<file path="config.mk">
export PLATFORM = sky130hd
export DESIGN_NAME = ranging_code_gen
export DESIGN_NICKNAME = d
export VERILOG_FILES = /design/src/rtl/rcg_pkg.sv /design/src/rtl/rcg_chip_divider.sv /design/src/rtl/rcg_lfsr.sv /design/src/rtl/rcg_phase_sel.sv /design/src/rtl/ranging_code_gen.sv
export SDC_FILE = /design/constraint.sdc
export NUM_CORES = 1
export LEC_CHECK = 0
export CAP_MARGIN = 20
export CORE_MARGIN = 1
export CORE_UTILIZATION = 50
export DETAILED_ROUTE_END_ITERATION = 10
export HOLD_SLACK_MARGIN = 0.06
export PLACE_DENSITY = 0.74
export SYNTH_ARGS = -nofsm -noshare
export SYNTH_HDL_FRONTEND = slang
export SYNTH_HIERARCHICAL = 1
export SYNTH_SLANG_ARGS = --single-unit
export TNS_END_PERCENT = 20
</file>
<file path="constraint.sdc">
create_clock -name clk -period 3 [get_ports clk]
set_input_delay 0.6 -clock clk [delete_from_list [all_inputs] [get_ports clk]]
set_output_delay 0.6 -clock clk [all_outputs]
set_load 0.01 [all_outputs]
</file>
<file path="src/rtl/rcg_pkg.sv">
package rcg_pkg;
  typedef struct packed {
    logic [3:0] a;
    logic [3:0] b;
  } tap_pair_t;

  // stage numbers are 1-based; returned as 0-based bit indices
  function automatic tap_pair_t sat_taps(input logic [4:0] s);
    int x, y;
    case (s)
      5'd0:  begin x = 2; y = 6;  end
      5'd1:  begin x = 3; y = 7;  end
      5'd2:  begin x = 4; y = 8;  end
      5'd3:  begin x = 5; y = 9;  end
      5'd4:  begin x = 1; y = 9;  end
      5'd5:  begin x = 2; y = 10; end
      5'd6:  begin x = 1; y = 8;  end
      5'd7:  begin x = 2; y = 9;  end
      5'd8:  begin x = 3; y = 10; end
      5'd9:  begin x = 2; y = 3;  end
      5'd10: begin x = 3; y = 4;  end
      5'd11: begin x = 5; y = 6;  end
      5'd12: begin x = 6; y = 7;  end
      5'd13: begin x = 7; y = 8;  end
      5'd14: begin x = 8; y = 9;  end
      5'd15: begin x = 9; y = 10; end
      5'd16: begin x = 1; y = 4;  end
      5'd17: begin x = 2; y = 5;  end
      5'd18: begin x = 3; y = 6;  end
      5'd19: begin x = 4; y = 7;  end
      5'd20: begin x = 5; y = 8;  end
      5'd21: begin x = 6; y = 9;  end
      5'd22: begin x = 1; y = 3;  end
      5'd23: begin x = 4; y = 6;  end
      5'd24: begin x = 5; y = 7;  end
      5'd25: begin x = 6; y = 8;  end
      5'd26: begin x = 7; y = 9;  end
      5'd27: begin x = 8; y = 10; end
      5'd28: begin x = 1; y = 6;  end
      5'd29: begin x = 2; y = 7;  end
      5'd30: begin x = 3; y = 8;  end
      default: begin x = 4; y = 9; end
    endcase
    sat_taps.a = 4'(x - 1);
    sat_taps.b = 4'(y - 1);
  endfunction
endpackage

</file>
<file path="src/rtl/rcg_chip_divider.sv">
module rcg_chip_divider #(
  parameter int DIV = 10
) (
  input  logic clk,
  input  logic rst,
  input  logic restart,
  output logic tick
);
  localparam int CNT_W = (DIV > 1) ? $clog2(DIV) : 1;
  logic [CNT_W-1:0] cnt;

  assign tick = (cnt == CNT_W'(DIV - 1));

  always_ff @(posedge clk) begin
    if (rst || restart || tick) cnt <= '0;
    else                        cnt <= cnt + 1'b1;
  end
endmodule

</file>
<file path="src/rtl/rcg_lfsr.sv">
module rcg_lfsr #(
  parameter int          W       = 10,
  parameter logic [W-1:0] FB_MASK = '1
) (
  input  logic         clk,
  input  logic         rst,
  input  logic         restart,
  input  logic         step,
  input  logic         reload,
  output logic [W-1:0] state
);
  // bit i holds stage i+1; stage 1 receives the feedback
  always_ff @(posedge clk) begin
    if (rst || restart || (step && reload)) state <= '1;
    else if (step)                          state <= {state[W-2:0], ^(state & FB_MASK)};
  end
endmodule

</file>
<file path="src/rtl/rcg_phase_sel.sv">
module rcg_phase_sel #(
  parameter int SAT_W = 5,
  parameter int IDX_W = 4
) (
  input  logic             clk,
  input  logic             rst,
  input  logic             load,
  input  logic [SAT_W-1:0] sat_in,
  output logic [IDX_W-1:0] tap_a,
  output logic [IDX_W-1:0] tap_b
);
  import rcg_pkg::*;
  tap_pair_t sel;

  always_comb sel = sat_taps(5'(sat_in));

  always_ff @(posedge clk) begin
    if (rst) begin
      tap_a <= IDX_W'(1);
      tap_b <= IDX_W'(5);
    end else if (load) begin
      tap_a <= IDX_W'(sel.a);
      tap_b <= IDX_W'(sel.b);
    end
  end
endmodule

</file>
<file path="src/rtl/ranging_code_gen.sv">
module ranging_code_gen #(
  parameter int           DIV     = 10,
  parameter int           REG_W   = 10,
  parameter int           SAT_W   = 5,
  parameter logic [REG_W-1:0] G1_FB = 10'h204,
  parameter logic [REG_W-1:0] G2_FB = 10'h3A6
) (
  input  logic             clk,
  input  logic             rst,
  input  logic             load,
  input  logic [SAT_W-1:0] sat_sel,
  output logic             chip_out,
  output logic             chip_valid,
  output logic             epoch
);
  localparam int CODE_LEN = (1 << REG_W) - 1;
  localparam int IDX_W    = $clog2(REG_W);

  logic             tick, step, wrap;
  logic [REG_W-1:0] g1, g2, idx;
  logic [IDX_W-1:0] tap_a, tap_b;

  rcg_chip_divider #(.DIV(DIV)) u_div (
    .clk(clk), .rst(rst), .restart(load), .tick(tick)
  );

  assign step = tick && !load;
  assign wrap = (idx == REG_W'(CODE_LEN - 1));

  rcg_lfsr #(.W(REG_W), .FB_MASK(G1_FB)) u_g1 (
    .clk(clk), .rst(rst), .restart(load), .step(step), .reload(wrap), .state(g1)
  );

  rcg_lfsr #(.W(REG_W), .FB_MASK(G2_FB)) u_g2 (
    .clk(clk), .rst(rst), .restart(load), .step(step), .reload(wrap), .state(g2)
  );

  rcg_phase_sel #(.SAT_W(SAT_W), .IDX_W(IDX_W)) u_sel (
    .clk(clk), .rst(rst), .load(load), .sat_in(sat_sel), .tap_a(tap_a), .tap_b(tap_b)
  );

  always_ff @(posedge clk) begin
    if (rst || load) idx <= '0;
    else if (step)   idx <= wrap ? '0 : idx + 1'b1;
  end

  always_ff @(posedge clk) begin
    if (rst || load) begin
      chip_out   <= 1'b0;
      chip_valid <= 1'b0;
      epoch      <= 1'b0;
    end else begin
      chip_valid <= step;
      epoch      <= step && (idx == '0);
      if (step) chip_out <= g1[REG_W-1] ^ g2[tap_a] ^ g2[tap_b];
    end
  end
endmodule

</file>
# Word-level counts from Yosys, hierarchy flattened
# Memory sizes are Yosys's and may differ from the RTL's.
# Index checks and enable logic that the tools add are counted.
# totals
wordCells	35
latch_bits	0
memories	1
register_bits	45
out_inout_bits	3
rom_bits	256
mem_bits_rw	0
# op_classes
bitwise	2
n_lt_le_gt_ge	2
mul	0
n_mux	5
n_shift	0
eq_ne	2
addsub	4
n_div	0
n_reduce_logical	10
# mem_list
memory	words	word_bits	read_ports	rd_ports_with_merged_regs	write_ports	line_no	source
(no name shown)	32	8	1	0	0	rcg_pkg.sv:10	case (s)
# op_table
op	n
XOR reduction 10 bit	2
adder 10 x 1 -> 10 bit (second input constant)	1
equality test 10 bit (second input constant)	1
zero test 10 bit	1
< comparator 4 x 5 -> 1 bit (second input constant)	2
2-to-1 mux 10 bit	1
binary-select mux 1 bit (select 4 bit)	2
subtractor 4 x 2 -> 4 bit (second input constant)	2
adder 4 x 1 -> 4 bit (second input constant)	1
equality test 4 bit (second input constant)	1
logical AND 1 bit	3
logical OR 1 bit	3
2-to-1 mux 1 bit	2
XOR 1 bit	2
zero test 1 bit	1

# Longest topological paths before layout
# Gate-level depths: netlist of the first run.
# depth
depth_word	4
depth_mapped	10

# By module
# Netlist of the first run, hierarchy kept.
# modules_own_cells
module	seq_area_each_um2	area_per_inst_um2	cells_per_inst	n_inst
rcg_phase_sel	160.2	932.1	106	1
ranging_code_gen	260.2	859.6	99	1
rcg_lfsr at u_g2	200.2	414.1	36	1
rcg_lfsr at u_g1	200.2	390.4	34	1
rcg_chip_divider	80.1	166.4	16	1

# Least setup slack after synthesis of the first run
# Ideal clock, no wire load.
# synth_path
path_type	input -> register
start	input sat_sel[1]
end	register u_sel.tap_b[2]
path_buffers	1
setup_time_ns	0.120
arrival_ns	2.460
stages	9
path_slack_ns	0.420
t_required_ns	2.880
path_cell_list	buf_2 -> inv_1 -> ha_1 -> xor2_1 -> mux4_2 -> ha_1 -> xor2_1 -> a21oi_1 -> or2_1
# synth_via
elab_chain_len	2
# synth_rtl
element	line_no	source
start, declared	ranging_code_gen.sv:11	input logic [SAT_W-1:0] sat_sel,
memory read (32 x 8 bit)	-	
subtractor 4 x 2 -> 4 bit	rcg_pkg.sv:45	sat_taps.b = 4'(y - 1);
end signal, assigned	rcg_phase_sel.sv:23	tap_b <= IDX_W'(sel.b);
end, declared	rcg_phase_sel.sv:10	output logic [IDX_W-1:0] tap_b
# No other way between the ends.
# A chain may end at the register's enable or synchronous reset.

# Final worst setup path of the first run
# layout_path
start	input sat_sel[0]
end	register u_sel.tap_b[2]
# Same word-level chain as after synthesis.

==> results of run 1 <==
-- stage by stage --
stage / setup slack (ns) / hold WS (ns) / power (mW) / utilization
after floorplan: 0.420 / 0.433 / 0.775 / -
after global placement: 0.107 / 0.450 / 0.812 / 0.564
after detailed placement: 0.0299 / 0.457 / 0.816 / 0.564
after CTS: 0.335 / 0.476 / 1.25 / 0.584
after global routing: 0.196 / 0.508 / 1.30 / 0.584
final: 0.321 / 0.469 / 1.23 / 0.584
-- synthesized netlist by cell type, drive strengths merged, types with 3 or more instances --
cell,count
nor2,29
a211o,3
nand3,6
nand2,38
a211oi,7
or2,4
buf,12
nor3,4
inv,9
xnor2,14
nor4,4
nor2b,7
mux2,3
a21oi,6
o22ai,3
dfxtp,45
mux2i,27
o211ai,7
mux4,3
ha,14
xor2,7
o21ai,7
-- kinds of logic (layout without fill, tap and decap cells) --
logic type      Yosys count  count (layout)  share of synthesized area
simple gates            109             109                      0.200
compound gates           46              46                      0.146
flops                    45              45                      0.326
mux                      33              33                      0.135
xor+xnor                 22              22                     0.0774
buf+inv                  22              39                     0.0525
fa+ha+maj                14              14                     0.0634
-- worst max-delay path: stages --
cell and delay, ns:
sky130_fd_sc_hd__clkdlybuf4s50_1 0.47, sky130_fd_sc_hd__inv_1 0.06, sky130_fd_sc_hd__ha_1 0.36, sky130_fd_sc_hd__xor2_1 0.19, sky130_fd_sc_hd__mux4_2 0.52, sky130_fd_sc_hd__ha_1 0.23, sky130_fd_sc_hd__xor2_1 0.14, sky130_fd_sc_hd__a21oi_1 0.08
sky130_fd_sc_hd__or2_1 0.21
-- registers in the layout, indices dropped and copies added (netlist names) --
name,cells
idx,10
u_g1/state,10
u_g2/state,10
u_div/cnt,4
u_sel/tap_a,4
u_sel/tap_b,4
chip_out,1
chip_valid,1
epoch,1
-- final cells by class --
cell class	instances	area, um2
clock buffers	5	68.8
clock inverters	2	35.0
fillers	477	2160
inverters	9	33.8
multi-input cells	224	1720
flip-flops and latches	45	901
well taps	70	87.6
repair buffers	23	198
-- path summary, 6_finish.rpt --
path                startpoint  cells past startpoint              to  slack, ns
setup / recovery    sat_sel[0]                      9  u_sel/tap_b[2]       0.32
hold / removal    u_div/cnt[0]                      1    u_div/cnt[0]       0.47
setup reg to reg  u_div/cnt[0]                      7          idx[9]       0.78
hold reg to reg   u_div/cnt[0]                      1    u_div/cnt[0]       0.47
-- metal layers --
layer  wire length (um)  up-vias
met5                  0        -
li1                   -     1054
met4                 70        0
met2               2380       24
met3                115        6
met1               2320      983
-- power groups by stage --
| stage | Sequential (mW) | Clock (mW) | Combinational, mW |
|---|---|---|---|
| after floorplan | 0.633 | 0 | 0.142 |
| after global placement | 0.637 | 0 | 0.175 |
| after detailed placement | 0.638 | 0 | 0.178 |
| after CTS | 0.624 | 0.443 | 0.179 |
| after global routing | 0.627 | 0.469 | 0.202 |
| final | 0.624 | 0.429 | 0.179 |
==> results.txt, run 1 <==
outcome: finished, final reports clean
detailed-route vias per instance: 5.47
total wire length after detailed routing: 4.89 mm
area enclosed by the die boundary: 5830 um2
clock period minus worst slack: 2.68 ns
critical path required time: 3.17 ns
Die X-Extent: 76.3 um
vias in the first global route: 2,068
global-route wire length before repair: 9.13 mm
deepest level of the CTS H-tree: 2
fraction of final layout cells sized beyond drive strength 1: 0.140
sequential fraction of design power: 0.507
Post-CTS Resized: 0
starting density of the core: 0.531
Clock Sink Count: 45
Unique masters post-synth: 66
switching power summed over all nets: 0.295 mW
Critical Path Sink Type: flip-flop
static power due to leakage: 1.14 nW
kind of start point of the critical path: input port
share of synthesized area occupied by flip-flops and latches: 0.326
Final Max Slew Viols: 0
DRC viols: 0
flip-flop and latch count after synthesis: 45
type of the worst setup path: in -> reg
dpl hpwl: 3.56 mm
netlist area before placement: 2760 um2
Cell Rows: 26
total routing usage reported by global routing: 0.188
detailed-route via count: 2,067
number of max-capacitance violations reported: 0
leading cell types in the layout, fill and taps excluded: sky130_fd_sc_hd__dfxtp_1 (45), sky130_fd_sc_hd__nand2_1 (38), sky130_fd_sc_hd__nor2_1 (28)
initial antenna violation count: 0
Post-Synthesis Net Count: 313
Clock power frac: 0.348
Worst Path Max Fanout: 4
Pwr per Cell Area: 405 nW/um2
source-to-sink clock delay at the later pin of the worst-skew pair: 0.29 ns
number of buffers inserted during clock tree synthesis: 5
pin slew with the least headroom to its limit: 0.633 ns
Final Cycle Share: 0.893
area share of the leading cell type in the synthesized netlist: 0.326
signed area change from the synthesized netlist to the final layout: 10.1%
biggest area consumer among synthesized cells: sky130_fd_sc_hd__dfxtp_1
Remaining Overflow, GRT: 0
Antenna Violating Nets Remaining: 0
signal arrival time at the worst endpoint: 2.85 ns
Worst Skew: 0.0112 ns
number of cells produced by synthesis: 291
most common flop cell mapped by yosys: sky130_fd_sc_hd__dfxtp_1
global routing's busiest layer: met2
post-CTS repair timing setup buffer count: 0
proportion of total power due to net switching: 0.239
met2 Use GR: 0.323
cell chosen for the clock root: sky130_fd_sc_hd__clkbuf_8
average wire length per cell after detail routing: 12.9 um
number of diodes: 0
final sum of negative setup slack: 0 ns
core area: 5200 um2
maximum number of pins on one net before global-route repair: 25
tightest slew margin relative to the limit: 0.577
final setup violation count: 0
IO Count: 11
most frequent standard cell in the layout excluding fill and tap cells: sky130_fd_sc_hd__dfxtp_1
final hold viol count: 0
Initial DRC Count: 77
Pre-Repair DR Iteration Count: 4
number of cells in the design after placement: 371
setup repair after global routing missed its margin: no
Comb power frac: 0.145
Synth warnings: 6
number of synthesized flops with an enable pin: 0
average cell area after synthesis: 9.49 um2
clock-pin slew on the worst setup and hold paths: 0.08 ns
type of the worst min-delay path: reg -> reg
worst-case clock buffer depth: 2
VDD IR-drop max: 0.000234 V
CTS tree: built
total internal power: 0.937 mW
Max Freq: 373 MHz
number of non-filler instances in the completed layout: 378
Net count, final: 330
gpl congestion: 0.847
summed area of non-filler cells in the final layout: 3040 um2
cell area reported after detailed placement: 2940 um2
hold buffer count at cts: 0
biggest area contributors in the synthesized netlist: sky130_fd_sc_hd__dfxtp_1 (33%), sky130_fd_sc_hd__mux2i_1 (9.8%), sky130_fd_sc_hd__ha_1 (6.3%)
Die H: 76.3 um
GR met3 Demand/Resource: 0.0383
Port Buffer Count: 10
met1 routing resource usage after global routing: 0.235
proportion of synthesized flip-flops having asynchronous set or reset: 0
No activity file was read; power rests on OpenSTA's default activity.
==> run 2: changes to the inputs <==
--- a/config.mk
+++ b/config.mk
@@ -5,7 +5,7 @@
 export SDC_FILE = /design/constraint.sdc
 export NUM_CORES = 1
 export LEC_CHECK = 0
-export CAP_MARGIN = 20
+export CAP_MARGIN = 40
 export CORE_MARGIN = 1
 export CORE_UTILIZATION = 50
 export DETAILED_ROUTE_END_ITERATION = 10
==> constraint.sdc (replaced) <==
create_clock -name clk -period 2.5 [get_ports clk]
set_input_delay 0.5 -clock clk [delete_from_list [all_inputs] [get_ports clk]]
set_output_delay 0.5 -clock clk [all_outputs]
set_load 0.01 [all_outputs]
==> run 2 against run 1 <==
Via count is 1.5% higher. Final cell count is 2.6% higher. Power is 15% higher. Global-route usage is 0.27 points lower. Critical endpoint unchanged.
==> results.txt, run 2 (synthesis gave the netlist of run 1 again) <==
fraction of final layout cells sized beyond drive strength 1: 0.173 (+0.0333)
Die X-Extent: 76.3 um (unchanged)
critical hold path startpoint: u_g1/state[5]
number of max-capacitance violations reported: 0 (unchanged)
Critical Path Sink Type: flip-flop
number of non-filler instances in the completed layout: 388 (+2.6%)
average wire length per cell after detail routing: 12.7 um (-1.9%)
DRC viols: 0 (unchanged)
deepest level of the CTS H-tree: 2 (unchanged)
kind of start point of the critical path: input port
most frequent standard cell in the layout excluding fill and tap cells: sky130_fd_sc_hd__dfxtp_1
Antenna Violating Nets Remaining: 0 (unchanged)
critical path required time: 2.68 ns (-0.49 ns)
Final Max Slew Viols: 0 (unchanged)
final setup violation count: 0 (unchanged)
total wire length after detailed routing: 4.92 mm (+0.72%)
Remaining Overflow, GRT: 0 (unchanged)
core area: 5200 um2 (unchanged)
cell area reported after detailed placement: 3000 um2 (+2.3%)
tightest slew margin relative to the limit: 0.726 (+0.148)
top flop regs: idx (10), u_g1/state (10), u_g2/state (10)
post-CTS repair timing setup buffer count: 0 (unchanged)
worst slack at placement: -0.302 ns (-0.332 ns)
pin slew with the least headroom to its limit: 0.410 ns (-0.223 ns)
number of diodes: 0 (unchanged)
detailed-route vias per instance: 5.41 (-1.1%)
RR Startpoint: u_div/cnt[0]
hold path depth: 2 (+1)
Clock Sink Count: 45 (unchanged)
total internal power: 1.05 mW (+12%)
worst-case clock buffer depth: 2 (unchanged)
R2R cell count: 7 (unchanged)
switching power summed over all nets: 0.368 mW (+25%)
clock-pin slew on the worst setup and hold paths: 0.08 ns (about the same)
leading cell types in the layout, fill and taps excluded: sky130_fd_sc_hd__dfxtp_1 (45), sky130_fd_sc_hd__nand2_1 (38), sky130_fd_sc_hd__nor2_1 (28)
source-to-sink clock delay at the later pin of the worst-skew pair: 0.30 ns (about the same)
vias in the first global route: 1,994 (-3.6%)
Cell Rows: 26 (unchanged)
starting density of the core: 0.531 (unchanged)
number of buffers inserted during clock tree synthesis: 5 (unchanged)
gpl congestion: 0.824 (-2.7%)
Clock power frac: 0.304 (-0.044)
Comb power frac: 0.166 (+0.021)
endpoint of the worst hold-timing path: u_g1/state[5]
final hold viol count: 0 (unchanged)
outcome: finished, final reports clean
Worst Path Max Fanout: 3 (-1)
total routing usage reported by global routing: 0.186 (-0.00275)
initial antenna violation count: 0 (unchanged)
Port Buffer Count: 10 (unchanged)
type of the worst min-delay path: reg -> reg
fin worst setup slack: 0.0931 ns (-0.227 ns)
Post-CTS Resized: 0 (unchanged)
IO Count: 11 (unchanged)
cell chosen for the clock root: sky130_fd_sc_hd__clkbuf_8
proportion of total power due to net switching: 0.260 (+0.0207)
Initial DRC Count: 52 (-32%)
setup repair after global routing missed its margin: no
Final Cycle Share: 0.963
CTS tree: built
R2R setup slack: 0.53 ns (-0.25 ns)
type of the worst setup path: in -> reg
global-route wire length before repair: 8.89 mm (-2.6%)
summed area of non-filler cells in the final layout: 3120 um2 (+2.7%)
dpl hpwl: 3.60 mm (+1.2%)
hold buffer count at cts: 0 (unchanged)
sequential fraction of design power: 0.529 (+0.022)
VDD IR-drop max: 0.000355 V (+52%)
Worst Skew: 0.0122 ns (+0.000972 ns)
Final Util: 0.600 (+0.0159)
number of cells in the design after placement: 380 (+2.4%)
static power due to leakage: 1.18 nW (+3.4%)
post-layout total power: 1.42 mW (+15%)
area enclosed by the die boundary: 5830 um2 (unchanged)
detailed-route via count: 2,098 (+1.5%)
capture instance of the worst register-to-register path: u_g2/state[2]
clock period minus worst slack: 2.41 ns
maximum number of pins on one net before global-route repair: 24 (-4.0%)
Net count, final: 339 (+2.7%)
signed area change from the synthesized netlist to the final layout: 13.0%
signal arrival time at the worst endpoint: 2.59 ns (-0.26 ns)
Pre-Repair DR Iteration Count: 4 (unchanged)
Max Freq: 415 MHz
Die H: 76.3 um (unchanged)
Pwr per Cell Area: 453 nW/um2 (+12%)
[run 2: cell count changes in the layout (fill, tap and decap cells not counted), sizes merged]
cell,previous run,this run
clkdlybuf4s50,10,9
clkinvlp,0,1
buf,13,22
clkinv,1,0
clkbuf,5,7
bufinv,1,0
dlymetal6s2s,0,1
[run 2: power by group through the flow]
stage | clock (mW) | combinational [mW] | sequential [mW]
after floorplan | 0 | 0.170 | 0.759
after global placement | 0 | 0.223 | 0.764
after detailed placement | 0 | 0.229 | 0.766
after CTS | 0.446 | 0.231 | 0.749
after global routing | 0.483 | 0.260 | 0.753
final | 0.431 | 0.236 | 0.749
[run 2: worst max-delay path: stages]
cell and delay (ns):
sky130_fd_sc_hd__clkdlybuf4s50_1 0.50, sky130_fd_sc_hd__inv_2 0.07, sky130_fd_sc_hd__ha_4 0.23, sky130_fd_sc_hd__xor2_1 0.16, sky130_fd_sc_hd__mux4_2 0.48, sky130_fd_sc_hd__ha_1 0.22, sky130_fd_sc_hd__xor2_1 0.14, sky130_fd_sc_hd__a21oi_1 0.08
sky130_fd_sc_hd__or2_1 0.20
[run 2: stage by stage]
step	hold WS, ns	setup TNS (ns)
finish	0.478	0
global route	0.503	0
CTS	0.482	0
detailed placement	0.461	-0.752
global placement	0.450	-0.468
floorplan	0.433	0
[run 2: worst max-delay path by stage]
stage / slack (ns) / to / start
global placement: -0.25 / u_sel/tap_b[2] / sat_sel[0]
detailed placement: -0.30 / u_sel/tap_b[2] / sat_sel[0]
CTS: 0.001 / u_sel/tap_b[2] / sat_sel[0]
finish: 0.09 / u_sel/tap_b[2] / sat_sel[1]
floorplan: 0.02 / u_sel/tap_b[2] / sat_sel[1]
global route: 0.03 / u_sel/tap_b[2] / sat_sel[1]
[run 2: area by class of cell]
cell class,count,area [um2]
repair buffers,32,275
fillers,451,2080
clock buffers,7,76.3
inverters,9,33.8
multi-input cells,224,1740
clock inverters,1,7.51
flip-flops and latches,45,901
well taps,70,87.6
[run 2: layer usage]
layer	up-vias	GRT usage	wire (um)
met2	25	0.315	2380
li1	1071	-	-
met3	5	0.0431	134
met1	997	0.234	2350
met5	-	0	0
met4	0	0.0538	55
==> run 3: changes to the inputs <==
--- a/config.mk
+++ b/config.mk
@@ -5,9 +5,11 @@
 export SDC_FILE = /design/constraint.sdc
 export NUM_CORES = 1
 export LEC_CHECK = 0
+export ABC_CLOCK_PERIOD_IN_PS = 2500
 export CAP_MARGIN = 40
 export CORE_MARGIN = 1
 export CORE_UTILIZATION = 50
+export CTS_BUF_LIST = sky130_fd_sc_hd__clkbuf_16
 export DETAILED_ROUTE_END_ITERATION = 10
 export HOLD_SLACK_MARGIN = 0.06
 export PLACE_DENSITY = 0.74
==> run 3 against run 2 <==
Flip-flop and latch count is the same. Die area is the same. Critical path type unchanged. Highest routed layer unchanged. Combinational power is essentially flat. Via count grew 1.0%. Final cell count is the same. Register-to-register slack lost 0.04 ns. Core utilization grew 1.1 points. Sequential share of layout area shrank 0.51 points. Critical path depth is the same. Routed wire length grew 2.5%. Power grew 13%.
==> results.txt, run 3 (synthesis gave the netlist of run 1 again) <==
worst-case clock buffer depth: 2 (unchanged)
gpl congestion: 0.824 (unchanged)
Net count, final: 339 (unchanged)
setup repair after global routing missed its margin: no
cell area reported after detailed placement: 3000 um2 (unchanged)
top flop regs: idx (10), u_g1/state (10), u_g2/state (10)
total wire length after detailed routing: 5.04 mm (+2.5%)
CTS tree: built
met2 routed WL: 2.51 mm (+5.5%)
Worst Path Max Fanout: 3 (unchanged)
IO Count: 11 (unchanged)
Cell Rows: 26 (unchanged)
detailed-route via count: 2,119 (+1.0%)
Die H: 76.3 um (unchanged)
Final Cycle Share: 0.970 (+0.00773)
detailed-route vias per instance: 5.46 (+1.0%)
Clock Sink Count: 45 (unchanged)
critical path required time: 2.66 ns (-0.02 ns)
DRC viols: 0 (unchanged)
Pre-Repair DR Iteration Count: 4 (unchanged)
number of diodes: 0 (unchanged)
Pwr per Cell Area: 502 nW/um2 (+11%)
dpl hpwl: 3.60 mm (unchanged)
final setup violation count: 0 (unchanged)
area enclosed by the die boundary: 5830 um2 (unchanged)
static power due to leakage: 1.21 nW (+2.9%)
worst slack at placement: -0.302 ns (unchanged)
leading cell types in the layout, fill and taps excluded: sky130_fd_sc_hd__dfxtp_1 (45), sky130_fd_sc_hd__nand2_1 (38), sky130_fd_sc_hd__nor2_1 (28)
core area: 5200 um2 (unchanged)
number of max-capacitance violations reported: 0 (unchanged)
starting density of the core: 0.531 (unchanged)
tightest slew margin relative to the limit: 0.729 (+0.00321)
fin worst setup slack: 0.0738 ns (-0.0193 ns)
met3 wire length: 82 um (-39%)
signed area change from the synthesized netlist to the final layout: 15.1%
signal arrival time at the worst endpoint: 2.59 ns (about the same)
vias in the first global route: 2,108 (+5.7%)
clock-pin slew on the worst setup and hold paths: 0.06 ns (-0.02 ns)
Worst Skew: 0.00681 ns (-0.00536 ns)
outcome: finished, final reports clean
Final Util: 0.611 (+0.0108)
most frequent standard cell in the layout excluding fill and tap cells: sky130_fd_sc_hd__dfxtp_1
final hold viol count: 0 (unchanged)
number of buffers inserted during clock tree synthesis: 5 (unchanged)
pin slew with the least headroom to its limit: 0.405 ns (-0.00481 ns)
uppermost layer routed: met4
total routing usage reported by global routing: 0.190 (+0.00439)
fraction of final layout cells sized beyond drive strength 1: 0.173 (unchanged)
Port Buffer Count: 10 (unchanged)
Remaining Overflow, GRT: 0 (unchanged)
final sum of negative setup slack: 0 ns (unchanged)
average wire length per cell after detail routing: 13.0 um (+2.5%)
Critical Path Sink Type: flip-flop
initial antenna violation count: 0 (unchanged)
global-route wire length before repair: 9.21 mm (+3.6%)
kind of start point of the critical path: input port
final-layout worst hold slack: 0.473 ns (-0.00529 ns)
clock period minus worst slack: 2.43 ns (+0.0193 ns)
Antenna Violating Nets Remaining: 0 (unchanged)
routed length on met1: 2.36 mm (+0.47%)
Max Freq: 412 MHz (-0.80%)
source-to-sink clock delay at the later pin of the worst-skew pair: 0.28 ns (-0.02 ns)
Final Max Slew Viols: 0 (unchanged)
Die X-Extent: 76.3 um (unchanged)
type of the worst min-delay path: reg -> reg
type of the worst setup path: in -> reg
post-CTS repair timing setup buffer count: 0 (unchanged)
maximum number of pins on one net before global-route repair: 24 (unchanged)
hold buffer count at cts: 0 (unchanged)
deepest level of the CTS H-tree: 2 (unchanged)
Initial DRC Count: 59 (+13%)
cell chosen for the clock root: sky130_fd_sc_hd__clkbuf_16
summed area of non-filler cells in the final layout: 3180 um2 (+1.8%)
VDD IR-drop max: 0.000421 V (+19%)
[run 3: power by group]
group / switching, mW / internal (mW)
sequential: 0.0189 / 0.732
clock: 0.248 / 0.362
combinational: 0.118 / 0.119
total: 0.384 / 1.21
[run 3: path summary, 6_finish.rpt]
| path | slack, ns | start | cells past startpoint | end |
|---|---|---|---|---|
| hold reg to reg | 0.47 | u_g1/state[5] | 2 | u_g1/state[5] |
| setup / recovery | 0.07 | sat_sel[1] | 9 | u_sel/tap_b[2] |
| setup reg to reg | 0.49 | u_div/cnt[0] | 7 | u_g2/state[4] |
| hold / removal | 0.47 | u_g1/state[5] | 2 | u_g1/state[5] |
[run 3: critical path: stages]
cell and delay (ns):
sky130_fd_sc_hd__clkdlybuf4s50_1 0.50, sky130_fd_sc_hd__inv_2 0.07, sky130_fd_sc_hd__ha_4 0.23, sky130_fd_sc_hd__xor2_1 0.16, sky130_fd_sc_hd__mux4_2 0.48, sky130_fd_sc_hd__ha_1 0.22, sky130_fd_sc_hd__xor2_1 0.14, sky130_fd_sc_hd__a21oi_1 0.08
sky130_fd_sc_hd__or2_1 0.21
[run 3: metal layers]
metal | vias to the layer above | GRT usage
met4 | 0 | 0.0692
met5 | - | 0
met2 | 25 | 0.330
li1 | 1075 | -
met1 | 1008 | 0.233
met3 | 11 | 0.0359
[run 3: final cells by class]
class                   instances  area, um2
clock buffers                   5        125
clock inverters                 3       15.0
fillers                       443       2030
inverters                       9       33.8
multi-input cells             224       1740
flip-flops and latches         45        901
well taps                      70       87.6
repair buffers                 32        275
[run 3: through the flow]
stage,power (mW),std cells
floorplan,0.930,291
global placement,0.987,380
detailed placement,0.995,380
CTS,1.61,388
global route,1.68,388
finish,1.60,388
[run 3: timing repair]
| action | CTS | global route |
|---|---|---|
| gates resized for setup | 1 | 7 |
| setup endpoints to repair | 1 | 1 |
| endpoints found under the hold margin | 0 | 0 |
